<file path="config.mk">
export PLATFORM = sky130hd
export DESIGN_NAME = fir_csd_top
export DESIGN_NICKNAME = d
export VERILOG_FILES = /design/src/rtl/fir_csd_pkg.sv /design/src/rtl/fir_csd_ctrl.sv /design/src/rtl/fir_csd_datapath.sv /design/src/rtl/fir_csd_top.sv
export SDC_FILE = /design/constraint.sdc
export NUM_CORES = 2
export LEC_CHECK = 0
export BUFFER_PORTS_ARGS = -buffer_cell sky130_fd_sc_hd__buf_4
export CELL_PAD_IN_SITES_DETAIL_PLACEMENT = 0
export CELL_PAD_IN_SITES_GLOBAL_PLACEMENT = 1
export CORE_UTILIZATION = 55
export DETAILED_ROUTE_END_ITERATION = 10
export PLACE_DENSITY = 0.85
export SLEW_MARGIN = 20
export SYNTH_ARGS = -nofsm -noshare
export SYNTH_HDL_FRONTEND = slang
export SYNTH_SLANG_ARGS = --single-unit
</file>
<file path="constraint.sdc">
create_clock -name clk -period 14.7 [get_ports clk]
set_input_delay 1.47 -clock clk [delete_from_list [all_inputs] [get_ports clk]]
set_output_delay 1.47 -clock clk [all_outputs]
set_load 0.05 [all_outputs]
</file>
<file path="src/rtl/fir_csd_pkg.sv">
package fir_csd_pkg;

  typedef struct packed {
    logic load;      // shift a new sample into the history
    logic stage1En;  // capture the per-tap carry-save rows
    logic outEn;     // capture the final sum
  } ctrlStrobes_t;

  // Canonic signed-digit recoding of a constant.
  // Returns a mask of the +1 digits (wantNeg=0) or of the -1 digits (wantNeg=1).
  function automatic logic [63:0] csdDigits(input longint value, input int width,
                                            input bit wantNeg);
    longint x;
    logic [63:0] mask;
    x = value;
    mask = '0;
    for (int i = 0; i < width; i++) begin
      if (x[0]) begin
        if (!x[1]) begin
          if (!wantNeg) mask[i] = 1'b1;
          x = x - 1;
        end else begin
          if (wantNeg) mask[i] = 1'b1;
          x = x + 1;
        end
      end
      x = x >>> 1;
    end
    return mask;
  endfunction

endpackage

</file>
<file path="src/rtl/fir_csd_ctrl.sv">
module fir_csd_ctrl
  import fir_csd_pkg::*;
(
  input  logic         clk,
  input  logic         rstN,
  input  logic         validIn,
  output ctrlStrobes_t ctrl,
  output logic         validOut
);

  logic validStage1;

  always_ff @(posedge clk or negedge rstN) begin
    if (!rstN) begin
      validStage1 <= 1'b0;
      validOut    <= 1'b0;
    end else begin
      validStage1 <= validIn;
      validOut    <= validStage1;
    end
  end

  always_comb begin
    ctrl.load     = validIn;
    ctrl.stage1En = validIn;
    ctrl.outEn    = validStage1;
  end

endmodule

</file>
<file path="src/rtl/fir_csd_datapath.sv">
module fir_csd_datapath
  import fir_csd_pkg::*;
#(
  parameter int TAPS   = 8,
  parameter int DATA_W = 16,
  parameter int COEF_W = 16,
  parameter int OUT_W  = 35,
  parameter logic [TAPS*COEF_W-1:0] COEFS = '0
) (
  input  logic                     clk,
  input  logic                     rstN,
  input  ctrlStrobes_t             ctrl,
  input  logic signed [DATA_W-1:0] sampleIn,
  output logic        [OUT_W-1:0]  sumOut
);

  localparam int CSD_W = COEF_W + 1;

  logic signed [DATA_W-1:0] histReg [TAPS-1];
  logic signed [DATA_W-1:0] tapVal  [TAPS];
  logic [OUT_W-1:0] rowSum   [TAPS];
  logic [OUT_W-1:0] rowCarry [TAPS];
  logic [OUT_W-1:0] stSum    [TAPS];
  logic [OUT_W-1:0] stCarry  [TAPS];
  logic [OUT_W-1:0] finSum, finCarry, carryTmp;

  // history: tap 0 is the sample being presented, older taps are registered
  always_ff @(posedge clk or negedge rstN) begin
    if (!rstN) begin
      for (int k = 0; k < TAPS-1; k++) histReg[k] <= '0;
    end else if (ctrl.load) begin
      histReg[0] <= sampleIn;
      for (int k = 1; k < TAPS-1; k++) histReg[k] <= histReg[k-1];
    end
  end

  always_comb begin
    tapVal[0] = sampleIn;
    for (int k = 1; k < TAPS; k++) tapVal[k] = histReg[k-1];
  end

  // per-tap signed-digit rows compressed to one sum/carry pair
  for (genvar t = 0; t < TAPS; t++) begin : gTap
    localparam longint COEF_VAL = longint'($signed(COEFS[t*COEF_W +: COEF_W]));
    localparam logic [CSD_W-1:0] POS_DIG = CSD_W'(csdDigits(COEF_VAL, CSD_W, 1'b0));
    localparam logic [CSD_W-1:0] NEG_DIG = CSD_W'(csdDigits(COEF_VAL, CSD_W, 1'b1));
    localparam logic [OUT_W-1:0] CORR_ROW = OUT_W'($countones(NEG_DIG));

    logic [OUT_W-1:0] extVal;
    logic [OUT_W-1:0] ppRow [CSD_W];
    logic [OUT_W-1:0] accS, accC, accT;

    assign extVal = {{(OUT_W-DATA_W){tapVal[t][DATA_W-1]}}, tapVal[t]};

    for (genvar d = 0; d < CSD_W; d++) begin : gDigit
      if (POS_DIG[d]) begin : gPos
        assign ppRow[d] = extVal << d;
      end else if (NEG_DIG[d]) begin : gNeg
        assign ppRow[d] = ~(extVal << d);
      end else begin : gZero
        assign ppRow[d] = '0;
      end
    end

    always_comb begin
      accS = CORR_ROW;
      accC = ppRow[0];
      for (int d = 1; d < CSD_W; d++) begin
        accT = ((accS & accC) | (accS & ppRow[d]) | (accC & ppRow[d])) << 1;
        accS = accS ^ accC ^ ppRow[d];
        accC = accT;
      end
    end

    assign rowSum[t]   = accS;
    assign rowCarry[t] = accC;
  end

  // pipeline cut inside the reduction
  always_ff @(posedge clk or negedge rstN) begin
    if (!rstN) begin
      for (int t = 0; t < TAPS; t++) begin
        stSum[t]   <= '0;
        stCarry[t] <= '0;
      end
    end else if (ctrl.stage1En) begin
      for (int t = 0; t < TAPS; t++) begin
        stSum[t]   <= rowSum[t];
        stCarry[t] <= rowCarry[t];
      end
    end
  end

  // second reduction level across taps
  always_comb begin
    finSum   = '0;
    finCarry = '0;
    for (int t = 0; t < TAPS; t++) begin
      carryTmp = ((finSum & finCarry) | (finSum & stSum[t]) | (finCarry & stSum[t])) << 1;
      finSum   = finSum ^ finCarry ^ stSum[t];
      finCarry = carryTmp;
      carryTmp = ((finSum & finCarry) | (finSum & stCarry[t]) | (finCarry & stCarry[t])) << 1;
      finSum   = finSum ^ finCarry ^ stCarry[t];
      finCarry = carryTmp;
    end
  end

  // single carry-propagate adder
  always_ff @(posedge clk or negedge rstN) begin
    if (!rstN) sumOut <= '0;
    else if (ctrl.outEn) sumOut <= finSum + finCarry;
  end

endmodule

</file>
<file path="src/rtl/fir_csd_top.sv">
module fir_csd_top
  import fir_csd_pkg::*;
#(
  parameter int TAPS   = 8,
  parameter int DATA_W = 16,
  parameter int COEF_W = 16,
  parameter logic [TAPS*COEF_W-1:0] COEFS =
    128'hF99A_0CCD_D99A_7FFF_4000_2666_0CCD_8000,
  localparam int OUT_W = DATA_W + COEF_W + $clog2(TAPS)
) (
  input  logic              clk,
  input  logic              rstN,
  input  logic              validIn,
  input  logic [DATA_W-1:0] sampleIn,
  output logic              validOut,
  output logic [OUT_W-1:0]  dataOut
);

  ctrlStrobes_t ctrl;

  fir_csd_ctrl uCtrl (
    .clk      (clk),
    .rstN     (rstN),
    .validIn  (validIn),
    .ctrl     (ctrl),
    .validOut (validOut)
  );

  fir_csd_datapath #(
    .TAPS   (TAPS),
    .DATA_W (DATA_W),
    .COEF_W (COEF_W),
    .OUT_W  (OUT_W),
    .COEFS  (COEFS)
  ) uPath (
    .clk      (clk),
    .rstN     (rstN),
    .ctrl     (ctrl),
    .sampleIn (sampleIn),
    .sumOut   (dataOut)
  );

endmodule

</file>
# Yosys cells after proc, flatten, opt, wreduce, memory -nomap -nowiden
# Index checks and enable logic that the tools add are counted.
[op_classes] n_eq_ne=0 n_reduce_logical=0 n_shift=0 div=0 multipliers=0 addsub=1 n_bitwise=452 magnitude_cmp=0 n_mux=0
[ops] operator="$and A34 B34 Y34" count=183
[ops] operator="$xor A35 B35 Y35" count=142
[ops] operator="$or A34 B34 Y34" count=86
[ops] operator="$not A35 Y35" count=18
[ops] operator="$xor A35 B3 Y35" count=4
[ops] operator="$and A34 B3 Y34" count=4
[ops] operator="$xor A35 B2 Y35" count=2
[ops] operator="$and A3 B34 Y34" count=2
[ops] operator="$and A34 B2 Y34" count=2
[ops] operator="$add A35 B35 Y35" count=1
[ops] operator="$xor A35 B4 Y35" count=1
[ops] operator="$and A34 B4 Y34" count=1
[ops] operator="$not A2 Y2" count=4
[ops] operator="$not A1 Y1" count=3
[totals] mem_bits_rw=0 rom_bits=0 regBits=648 n_memories=0 in_bits=19 out_inout_bits=36 latchBits=0 word_cells=478

# Logic depth before layout (Yosys ltp)
[logic_depth] word_depth=42 depth_mapped=31 mapped_depth_nobuf=31

# By module
# Synthesis repeated with hierarchy kept, for this count alone.
[hier_totals] hier_cells=4907 hier_area_um2=54634.9
[by_module_without_submodules] module="fir_csd_datapath" instances=1 cells_per_inst=4902 seq_area_each_um2=12687.2 area_each_um2=54562.3
[by_module_without_submodules] module="fir_csd_ctrl" instances=1 cells_per_inst=5 seq_area_each_um2=50.0 area_each_um2=72.6

# Least setup slack after synthesis
# No wires, ideal clock.
[synth_timing] path_type="register to register" from="register, netlist name uPath.stSum[138]" to="register uPath.sumOut[29]" required_ns=14.574 t_arrival_ns=9.069 path_stages_with_launch=27 slack_ns=5.505 path_buffers=0 setup_ns=0.126 period_less_slack_ns=9.195 cell_sequence="dfrtp_1 ha_1 fa_1 fa_1 fa_1 inv_1 fa_1 inv_1 ha_1 inv_1 fa_1 fa_1 inv_1 fa_1 fa_1 fa_1 fa_1 fa_1 fa_1 ha_1 a21o_1 o21ai_0 a31oi_4 a211o_1 a21o_1 a21o_1 a221o_1"
[synth_rtl] item="to (signal assigned)" line="fir_csd_datapath.sv:111" text="else if (ctrl.outEn) sumOut <= finSum + finCarry;"
[synth_rtl] item="to (decl)" line="fir_csd_datapath.sv:14" text="output logic [OUT_W-1:0] sumOut"

# Worst setup path in the final report
[layout_timing] from="register uPath.stSum[138] (netlist name)" to="register uPath.sumOut[33]"
[layout_between] elab_chain_cells=16
[layout_rtl] item="from (decl)" line="fir_csd_datapath.sv:23" text="logic [OUT_W-1:0] stSum [TAPS];"
[layout_rtl] item="from (signal, indexed assignment)" line="fir_csd_datapath.sv:88" text="stSum[t] <= rowSum[t];"
[layout_rtl] item="$xor A35 B35 Y35" line="fir_csd_datapath.sv:100" text="finSum = finSum ^ finCarry ^ stSum[t];"
[layout_rtl] item="$xor A35 B35 Y35 (2 in a row)" line="fir_csd_datapath.sv:103" text="finSum = finSum ^ finCarry ^ stCarry[t];"
[layout_rtl] item="$xor A35 B35 Y35 (2 in a row)" line="fir_csd_datapath.sv:100"
[layout_rtl] item="$xor A35 B35 Y35 (2 in a row)" line="fir_csd_datapath.sv:103"
[layout_rtl] item="$xor A35 B35 Y35 (2 in a row)" line="fir_csd_datapath.sv:100"
[layout_rtl] item="$xor A35 B35 Y35 (2 in a row)" line="fir_csd_datapath.sv:103"
[layout_rtl] item="$xor A35 B35 Y35 (2 in a row)" line="fir_csd_datapath.sv:100"
[layout_rtl] item="$xor A35 B35 Y35 (2 in a row)" line="fir_csd_datapath.sv:103"
[layout_rtl] item="$add A35 B35 Y35" line="fir_csd_datapath.sv:111"
# Every way passes these cells.
# A chain may end at the register's enable or synchronous reset.

==> results.yml <==
outcome:
  status: "completed"
drt:
  routed_wl_mm: 96.0
  wire_per_inst_um: 15.6
  drcViolationCount: 0
  vias: 31100
  drt_iter0_markers: 1080
  dr.pass1.iters: 5
  ant_nets: 0
  via_per_inst: 5.04
clock_network:
  clk-insertion-delay-late_ns: 0.66
  cts_tree: "yes"
  htreeDepth: 2
  cts_buffers: 58
  clockRootBuffer: "clkbuf_16"
  clk_pin_slew_ns: 0.06
  clock_path_buffers: 3
  cts.sinks: 488
  cts_setup_buffers: 0
  cts_hold_buf: 0
  cts_resized: 0
synth:
  synth.distinct_cells: 59
  synthFlopType: "dfrtp_1"
  syn_nets: 6764
  synthesis.area_um2: 53700
  synth_seq_cells: 488
  syn_inst: 4795
  async_flop_share_pct: 100
  yosysWarnings: 0
  synth_edf_count: 0
  synth_seq_area_share_pct: 22.8
  avgSynthCellArea_um2: 11.2
worst_setup_path:
  rr_startpoint: "uPath.stSum[138]"
  critPathSlowestCell: "fa_1"
  r2r_end: "uPath.sumOut[33]"
  critical-path-top-delay-family: "adder cells"
  arrival_ns: 9.97
  worstSetupEndpointType: "register"
  crit_path_max_fanout: 26
  critPathRequiredTime_ns: 15.24
  r2r_setup_slack_ns: 5.26
  crit_buf_inv: 7
  cpMostUsedCell: "fa_1"
  r2r_cells: 30
  slowest_delay_ns: 0.55
  critical_path_class: "reg2reg"
  critPathLaunchType: "register"
place:
  numPortBuffers: 54
  gp_congestion: 0.865
  place_hpwl_mm: 79.7
layout:
  diodes: 0
  drive_above_1_share_pct: 9.63
  area_delta_synth_final_pct: 6.99
  finalNetCount: 6817
  fillerInstances: 8030
min_path:
  hp-start: "uPath.gTap[3].accS[22]"
  min_delay_worst_endpoint: "uPath.stSum[162]"
  hp-class: "reg2reg"
  hold_depth: 2
floorplanning:
  die-area_um2: 98800
  die_h_um: 314
  rows: 114
  core_um2: 96700
  io_pins: 55
  start_util_pct: 55.5
  die_w_um: 314
grt:
  grt_max_degree: 162
  grt_overflow: 0
  track_usage_pct: 20.9
  grt_pass1_wl_mm: 168
  antenna_found_initial: 1
  grt_pass1_vias: 34200
timing:
  setup_violations: 0
  timing.slew.headroom_pct: 31.5
  worstMarginPinSlew_ns: 1.03
  max_freq_mhz: 106
  fin_crit_sh_pct: 64.2
  slew_viol_final: 0
  finalHoldViolCount: 0
  whs_ns: 0.479
  setup_tns_ns: 0
  skew_ns: 0.0357
  rsz0062_at_grt: "no"
  period_needed_ns: 9.44
run:
  maxCapViolations: 0
## placed cells by master, fill, tap and decap left out, types with 30 or more instances in the layout
cell       instances
xnor2_1           43
ha_1            1306
fa_1             644
dfrtp_1          487
inv_1           1379
nand2_1          182
a21oi_1           30
mux2_2           299
buf_4             65
clkbuf_16         58
o21ai_0          170
## area by class of cell
cell class / instances / area (µm²) / area share (%)
clock buffer: 84 / 1670 / 2.91
clock inverter: 20 / 225 / 0.392
inverter: 1379 / 5180 / 9.02
multi-input combinational: 2853 / 36000 / 62.7
sequential: 488 / 12200 / 21.3
tap: 1276 / 1600 / 2.78
timing repair buffer: 68 / 538 / 0.937
## Yosys cell counts, types with 8 or more instances
cell type  instances  area share, %
fa_1             644             24
xor2_1            16           0.26
inv_1           1379            9.6
buf_1             14          0.098
and2_1            13           0.15
xnor2_1           43           0.70
mux2_2           299            6.3
nand3_1            9          0.084
ha_1            1306             30
dfrtp_1          488             23
nand2_1          182            1.3
o21ai_0          170            1.6
nor2_1            23           0.16
a21oi_1           30           0.28
a211oi_1           8           0.11
clkbuf_1          61           0.43
a21o_1             9           0.13
mux2i_1           23           0.43
## state kept, by name, indices dropped and copies added, names as in the netlist
signal	cells
uPath.stSum	214
uPath.stCarry	144
uPath.gTap.extVal	77
uPath.sumOut	35
uPath.gTap.accS	16
uCtrl.validOut	1
uCtrl.validStage1	1
## worst register-to-register path, delay by kind of cell (launching register included)
kind / cells / cell delay (ns)
and+or+nand+nor: 1 / 0.11
muxes: 1 / 0.27
xor gates and xnor gates: 1 / 0.16
DFF: 1 / 0.32
buffers and inverters: 7 / 0.70
AOI/OAI and AO/OA: 5 / 1.21
adders and majority gates: 15 / 6.52
## per-stage QoR
stage / cell area, µm² / cells / setup WS [ns] / util [%]
2_1_floorplan: 53700 / 4795 / 5.51 / -
3_3_place_gp: 55500 / 6064 / 5.26 / 57.4
3_5_place_dp: 55500 / 6064 / 5.24 / 57.4
4_1_cts: 57400 / 6168 / 5.21 / 59.4
5_1_grt: 57400 / 6168 / 4.76 / 59.4
6_report: 57400 / 6168 / 5.26 / 59.4
## layer usage
layer	up-vias	wire length [µm]	global-route usage, %
met5	-	0	0
li1	15100	-	-
met3	112	2440	2.21
met1	15600	45900	29.5
met4	0	2240	5.00
met2	256	45400	34.7
## cells by family after synthesis
logic type	Yosys count	synth area share, %
compound gates	261	2.82
xor+xnor	59	0.963
fa+ha+maj	1950	54.5
buf+inv	1454	10.2
flops	488	22.8
mux	322	6.70
simple gates	261	2.09
## worst max path at each step
| stage | from | endpoint | slack (ns) | depth (start not counted) |
|---|---|---|---|---|
| final | uPath.stSum[138] | uPath.sumOut[33] | 5.26 | 30 |
| after global placement | uPath.stSum[138] | uPath.sumOut[33] | 5.26 | 30 |
| after global routing | uPath.stSum[138] | uPath.sumOut[33] | 4.76 | 30 |
| after CTS | uPath.stSum[138] | uPath.sumOut[33] | 5.21 | 27 |
| after floorplan | uPath.stSum[138] | uPath.sumOut[29] | 5.51 | 26 |
| after detailed placement | uPath.stSum[138] | uPath.sumOut[33] | 5.24 | 27 |
Power is left out: the tool's default activity adds up to more than one toggle a clock period on the data nets, which glitch-free logic cannot reach.
